File: src/rtl/dbr_pkg.sv
package dbr_pkg;
  localparam int unsigned NUM_OPND = 2;
  localparam int unsigned OPND_RS  = 0;
  localparam int unsigned OPND_RT  = 1;

  typedef enum logic [1:0] {
    HZ_NONE,
    HZ_EX_ALU,
    HZ_EX_LOAD,
    HZ_MEM_LOAD
  } hz_kind_e;
endpackage

File: src/rtl/dbr_opnd.sv
module dbr_opnd
  import dbr_pkg::*;
#(
  parameter int unsigned XLEN = 32,
  parameter int unsigned RAW  = 5
) (
  input  logic            is_br_i,
  input  logic [RAW-1:0]  src_i,
  input  logic [XLEN-1:0] rf_data_i,
  input  logic [RAW-1:0]  ex_rd_i,
  input  logic            ex_wen_i,
  input  logic            ex_load_i,
  input  logic [RAW-1:0]  mem_rd_i,
  input  logic            mem_wen_i,
  input  logic            mem_load_i,
  input  logic [XLEN-1:0] mem_data_i,
  output logic            fwd_o,
  output hz_kind_e        hz_o,
  output logic [XLEN-1:0] opnd_o
);
  logic src_live, ex_hit, mem_hit;

  // $0 is hard-wired, never a dependency
  assign src_live = is_br_i && (src_i != '0);
  assign ex_hit   = src_live && ex_wen_i  && (ex_rd_i  == src_i);
  assign mem_hit  = src_live && mem_wen_i && (mem_rd_i == src_i);

  assign fwd_o  = mem_hit;
  assign opnd_o = mem_hit ? mem_data_i : rf_data_i;

  always_comb begin
    if (ex_hit && ex_load_i)        hz_o = HZ_EX_LOAD;
    else if (ex_hit)                hz_o = HZ_EX_ALU;
    else if (mem_hit && mem_load_i) hz_o = HZ_MEM_LOAD;
    else                            hz_o = HZ_NONE;
  end
endmodule

File: src/rtl/dbr_eq_cmp.sv
module dbr_eq_cmp #(
  parameter int unsigned XLEN = 32
) (
  input  logic [XLEN-1:0] a_i,
  input  logic [XLEN-1:0] b_i,
  output logic            eq_o
);
  logic [XLEN-1:0] diff;

  for (genvar i = 0; i < XLEN; i++) begin : g_bit
    assign diff[i] = a_i[i] ^ b_i[i];
  end

  assign eq_o = ~(|diff);
endmodule

File: src/rtl/dbr_target.sv
module dbr_target #(
  parameter int unsigned XLEN = 32,
  parameter int unsigned JW   = 26
) (
  input  logic [XLEN-1:0] pc4_i,
  input  logic [XLEN-1:0] imm_i,
  input  logic [JW-1:0]   jidx_i,
  output logic [XLEN-1:0] br_tgt_o,
  output logic [XLEN-1:0] jmp_tgt_o
);
  localparam int unsigned RGN_W = XLEN - JW - 2;

  logic [XLEN-1:0] off_bytes;

  assign off_bytes = {imm_i[XLEN-3:0], 2'b00};
  assign br_tgt_o  = pc4_i + off_bytes;
  assign jmp_tgt_o = {pc4_i[XLEN-1 -: RGN_W], jidx_i, 2'b00};
endmodule

File: src/rtl/dbr_unit.sv
module dbr_unit
  import dbr_pkg::*;
#(
  parameter int unsigned XLEN = 32,
  parameter int unsigned RAW  = 5,
  localparam int unsigned JW  = XLEN - 6
) (
  input  logic            branch_i,
  input  logic            br_ne_i,
  input  logic            jump_i,
  input  logic [RAW-1:0]  rs_i,
  input  logic [RAW-1:0]  rt_i,
  input  logic [XLEN-1:0] rs_rdata_i,
  input  logic [XLEN-1:0] rt_rdata_i,
  input  logic [XLEN-1:0] imm_i,
  input  logic [JW-1:0]   jidx_i,
  input  logic [XLEN-1:0] pc4_i,
  input  logic [RAW-1:0]  ex_rd_i,
  input  logic            ex_wen_i,
  input  logic            ex_load_i,
  input  logic [RAW-1:0]  mem_rd_i,
  input  logic            mem_wen_i,
  input  logic            mem_load_i,
  input  logic [XLEN-1:0] mem_alu_i,
  output logic            fwd_rs_o,
  output logic            fwd_rt_o,
  output logic            stall_o,
  output logic            taken_o,
  output logic            flush_o,
  output logic [XLEN-1:0] next_pc_o
);
  logic [RAW-1:0]  src     [NUM_OPND];
  logic [XLEN-1:0] rf_data [NUM_OPND];
  logic [XLEN-1:0] opnd    [NUM_OPND];
  logic [NUM_OPND-1:0] fwd, hz_any;
  hz_kind_e        hz      [NUM_OPND];

  logic            ops_eq, cond_met;
  logic [XLEN-1:0] br_tgt, jmp_tgt;

  assign src[OPND_RS]     = rs_i;
  assign src[OPND_RT]     = rt_i;
  assign rf_data[OPND_RS] = rs_rdata_i;
  assign rf_data[OPND_RT] = rt_rdata_i;

  for (genvar k = 0; k < NUM_OPND; k++) begin : g_opnd
    dbr_opnd #(.XLEN(XLEN), .RAW(RAW)) opnd_i (
      .is_br_i    (branch_i),
      .src_i      (src[k]),
      .rf_data_i  (rf_data[k]),
      .ex_rd_i    (ex_rd_i),
      .ex_wen_i   (ex_wen_i),
      .ex_load_i  (ex_load_i),
      .mem_rd_i   (mem_rd_i),
      .mem_wen_i  (mem_wen_i),
      .mem_load_i (mem_load_i),
      .mem_data_i (mem_alu_i),
      .fwd_o      (fwd[k]),
      .hz_o       (hz[k]),
      .opnd_o     (opnd[k])
    );
    assign hz_any[k] = (hz[k] != HZ_NONE);
  end

  dbr_eq_cmp #(.XLEN(XLEN)) cmp_i (
    .a_i  (opnd[OPND_RS]),
    .b_i  (opnd[OPND_RT]),
    .eq_o (ops_eq)
  );

  dbr_target #(.XLEN(XLEN), .JW(JW)) tgt_i (
    .pc4_i     (pc4_i),
    .imm_i     (imm_i),
    .jidx_i    (jidx_i),
    .br_tgt_o  (br_tgt),
    .jmp_tgt_o (jmp_tgt)
  );

  assign fwd_rs_o = fwd[OPND_RS];
  assign fwd_rt_o = fwd[OPND_RT];
  assign stall_o  = |hz_any;
  assign cond_met = br_ne_i ? ~ops_eq : ops_eq;
  assign taken_o  = branch_i && cond_met && !stall_o;
  // stall outranks flush: the branch is re-evaluated once operands are ready
  assign flush_o  = (taken_o || jump_i) && !stall_o;

  always_comb begin
    if (!flush_o)    next_pc_o = pc4_i;
    else if (jump_i) next_pc_o = jmp_tgt;
    else             next_pc_o = br_tgt;
  end
endmodule

File: config.mk
export PLATFORM = sky130hd
export DESIGN_NAME = dbr_unit
export DESIGN_NICKNAME = d
export VERILOG_FILES = /design/src/rtl/dbr_pkg.sv /design/src/rtl/dbr_opnd.sv /design/src/rtl/dbr_eq_cmp.sv /design/src/rtl/dbr_target.sv /design/src/rtl/dbr_unit.sv
export SDC_FILE = /design/constraint.sdc
export NUM_CORES = 1
export LEC_CHECK = 0
export ABC_AREA = 1
export BUFFER_PORTS_ARGS = -buffer_cell sky130_fd_sc_hd__buf_2
export CORE_ASPECT_RATIO = 1.2
export CORE_MARGIN = 8
export CORE_UTILIZATION = 53
export DETAILED_ROUTE_END_ITERATION = 12
export PLACE_DENSITY = 0.95
export SLEW_MARGIN = 20
export SYNTH_ARGS = -nofsm -noshare
export SYNTH_HDL_FRONTEND = slang
export SYNTH_SLANG_ARGS = --single-unit
File: constraint.sdc
create_clock -name vclk -period 7.6
set_input_delay 0.76 -clock vclk [all_inputs]
set_output_delay 0.76 -clock vclk [all_outputs]
set_load 0.01 [all_outputs]
Yosys cells after proc, flatten, opt, wreduce, memory -nomap -nowiden
Index checks and enable logic that the tools add are counted.
{ "op_classes": {"n_addsub": 1, "n_bitwise": 33, "n_mux": 11, "reduce_logical": 25, "eq_ne": 4} }
{ "ops": {"columns": ["op", "count"], "rows": [
  ["2-to-1 mux 32 bit", 4],
  ["adder 32 bit", 1],
  ["OR reduction 32 bit", 1],
  ["bitwise XOR 1 bit", 32],
  ["equality test 5 bit", 4],
  ["logical AND 1 bit", 17],
  ["2-to-1 mux 2 bit", 6],
  ["nonzero test 5 bit", 2],
  ["nonzero test 2 bit", 2],
  ["OR reduction 2 bit", 1],
  ["logical NOT 1 bit", 1],
  ["logical OR 1 bit", 1],
  ["2-to-1 mux 1 bit", 1],
  ["NOT 1 bit", 1]
]} }
{ "totals": {"output_inout_bits": 37, "word_cells": 74, "regBits": 0, "input_bits": 213} }

Logic depth before layout (Yosys ltp)
{ "logic_depth": {"ltp_word": 15, "mapped_depth": 25, "ltp_nobuf": 22} }

Modules after synthesis
A second synthesis with hierarchy kept.
{ "hier_totals": {"cells_unflattened": 1226, "hier_area_um2": 5619.1} }
{ "modules_own_cells": {"columns": ["module", "cells_per_inst", "area_each_um2", "seq_area_each_um2", "n_inst"], "rows": [
  ["dbr_target", 479, 2491.1, 0.0, 1],
  ["dbr_opnd", 178, 777.0, 0.0, 2],
  ["dbr_unit", 223, 928.4, 0.0, 1],
  ["dbr_eq_cmp", 168, 645.6, 0.0, 1]
]} }

Worst setup path before layout
Ideal clock, no wire load.
{ "synth_timing": {"kind": "input -> output", "startpoint": "input port imm_i[0]", "endpoint": "output port next_pc_o[28]", "path_buffers": 0, "path_slack_ns": 3.971, "arrival_time_ns": 2.869, "cell_stages": 16, "required_time_ns": 6.840, "path_cell_list": "ha_1 inv_1 fa_1 inv_1 nand3_1 nand2_1 a21oi_1 o21ai_0 a21oi_1 o21ai_0 a21oi_1 nand2_1 nand3_1 nand2_1 nand2_1 nand2_1"} }
{ "synth_via": {"elab_chain_len": 3} }
{ "synth_lines": {"columns": ["item", "line_no", "rtl"], "rows": [
  ["start: declaration", "dbr_unit.sv:15", "input logic [XLEN-1:0] imm_i,"],
  ["adder 32 bit", "dbr_target.sv:16", "assign br_tgt_o = pc4_i + off_bytes;"],
  ["2-to-1 mux 32 bit", "dbr_unit.sv:89", "else if (jump_i) next_pc_o = jmp_tgt;"],
  ["2-to-1 mux 32 bit", "dbr_unit.sv:88", "if (!flush_o) next_pc_o = pc4_i;"],
  ["end: declaration", "dbr_unit.sv:30", "output logic [XLEN-1:0] next_pc_o"]
]} }
Every way passes these cells.

Final worst setup path
{ "layout_timing": {"startpoint": "input port branch_i", "endpoint": "output port next_pc_o[11]"} }
{ "layout_via": {"elab_chain_len": 14, "word_cells_on_any_way": 66, "cone_classes": "10 x mux; 33 x bitwise; 23 x reduce/logical"} }
{ "layout_lines": {"columns": ["item", "line_no", "rtl"], "rows": [
  ["start: declaration", "dbr_unit.sv:8", "input logic branch_i,"],
  ["parallel branches: the longest is 12 deep, another holds 2-to-1 mux 32 bit", null, null],
  ["logical AND 1 bit (*)", "dbr_unit.sv:85", "assign flush_o = (taken_o || jump_i) && !stall_o;"],
  ["2-to-1 mux 32 bit (*)", "dbr_unit.sv:88", null]
]} }
Every way passes the cells marked *.

==> impl_results.md <==
- Syn_nets: about 1300
- Vias/cell: ~5.2
- Fin nets: between 1500 and 2000
- CP Max Fanout: 45
- RSZ-0062 raised after global routing: no
- Placement Setup Slack: 1720 ps
- MaxCap Viol Count: 0
- Grt ovf: 0
- Status: finished, final reports clean
- I/O Buffers: 247
- Seq cells: 0
- Post-synth top area share: about two fifths
- IO Pins: 250
- Area leader, netlist: nand2_1
- Crit Path Category: in2out
- Total core area: 9030 um^2
- Final setup viols: 0
- Post-CTS Hold Buffers: 0
- DR iter-0 viols: roughly 360
- Power Density: around 63 nW/um^2
- Remaining DRCs: 0
- GRT Total Usage: roughly 26%
- Layout area overhead: 24.6%
- Post-route ant nets: 0
- Multi-input gate area: about 4200 um^2
- Yosys warnings: 0
- First-pass GRT wire length: approximately 29000 um
- Max_slew headroom: between 30 and 40%
- Fin worst setup slack: 1730 ps
- Final hold violations: 0
- Die W: between 100 and 150 um
- Antenna violations before repair: 1
- Total Wirelength: 17800 um
- VDD IR max: approximately 28 uV
- CP endpoint kind: output pin
- FMAX: about 170 MHz
- Mean Syn Cell Area: around 4.6 um^2
- Number of global-route vias before repair: ~6600
- Final setup TNS: 0 ps
- Most instantiated cells after synthesis: nand2_1, inv_1, nand3_1
- Post-Synthesis Cells: 1067
- Mapped cell area: about 5000 um^2
- CP startpoint kind: input pin
- Largest net degree at the start of global routing: 83
- Synth top area cells: nand2_1, nand3_1, inv_1, ha_1, o21ai_0
- Hold/Removal Path Class: in2out
- DR pass1 iterations: 5
- Worst path arrival time: slightly above 5000 ps
- Placer's final routability congestion estimate: about 0.94
- Die area: roughly 13000 um^2
- Cell with the most instances after synthesis: nand2_1
- CLK BUF: 0
- Wire per inst: between 10 and 15 um
- Initial core utilization: between 50% and 60%
- Yosys cell types: 37
- Slew of the pin with the lowest slew margin: 940 ps
- Detailed Place HPWL: between 10000 and 15000 um
- Seq/Total Area, Yosys: 0%
- Final Max Tran Viols: 0
- Fin crit period: just under 6000 ps
- Row count: 38
- Die Ht: about 120 um
- CP required: between 6000 and 7000 ps
- Period utilization: between 70 and 80%
- Post-CTS resize count: 0
- Post-CTS Repair Setup Buffers: 0
- Sequential cell area: 0 um^2
- Hold WS: roughly 1800 ps
- Static Leak: 0.00400 uW
- DR vias: between 7000 and 8000
- Layout cell share with drive strength beyond 1: between 20% and 30%
- # fillers: approximately 830
## layout make-up
cell class | count | share of cell area (%)
well taps | 120 | 2.45
multi-input cells | 894 | 68.8
repair buffers | 251 | 20.6
diodes | 2 | 0.0815
inverters | 132 | 8.07
## final timing paths
path	cells after the start	to	slack [ps]	from
setup / recovery	24	next_pc_o[11]	1730	branch_i
hold / removal	4	next_pc_o[1]	1790	pc4_i[1]
## critical path, cell delays in order
cell,delay [ps]
buf_2,110
nand2_1,80
a21oi_1,130
nand2_1,80
nor2_2,110
buf_4,370
nand2_2,330
buf_4,370
inv_1,240
nand2_1,100
nand2_1,70
nand2_1,50
nand2_1,70
nand2_1,50
nor2_1,70
nand2_1,60
nor2_1,180
nand2_1,80
nand2_1,70
nand3_2,530
nand2_2,780
nand2_1,110
nand2_1,130
buf_2,150
## cell families after synthesis
family	Yosys count	share of synthesized area, %
AND/OR/NAND/NOR	701	57.4
adder cells (fa/ha/maj)	30	7.77
XOR/XNOR	30	5.33
buffers and inverters	173	14.4
AO/OA/AOI/OAI	133	15.1
## placed cells by master, fill, tap and decap left out, types with 4 or more instances in the layout
cell	count
o21bai_1	8
or2_2	6
nand2_1	532
buf_4	4
inv_1	124
xor2_1	11
a21oi_1	34
o21ai_0	58
nor2_1	45
o21ai_1	10
a31oi_1	4
nor3_1	4
nand3_1	99
a21o_1	6
clkinv_1	5
xnor2_1	19
buf_2	247
ha_1	29
nand2_2	5
## through the flow
stage               power (uW)  utilization [%]  instance area (um^2)  cells
detailed placement         382             67.9                  6130   1397
global placement           371             67.9                  6130   1397
global route               435             67.9                  6140   1398
CTS                        383             67.9                  6130   1397
finish                     387             68.0                  6140   1399
floorplan                  244                -                  4930   1067
## power breakdown
part           switching [uW]  leakage [uW]  internal (uW)
Clock                       0  0.0000000127      0.0000353
Sequential                  0             0              0
Combinational             228       0.00400            159
Total                     228       0.00400            159
## layer usage
metal  up-vias  track usage (%)  part of all wire, %
met5         -                0                    0
met4         0             10.7                  3.8
met3        54             6.87                   10
li1       3755                -                    -
met2       384             47.9                   48
met1      3098             27.5                   38
(Power assumes the default switching activity.)
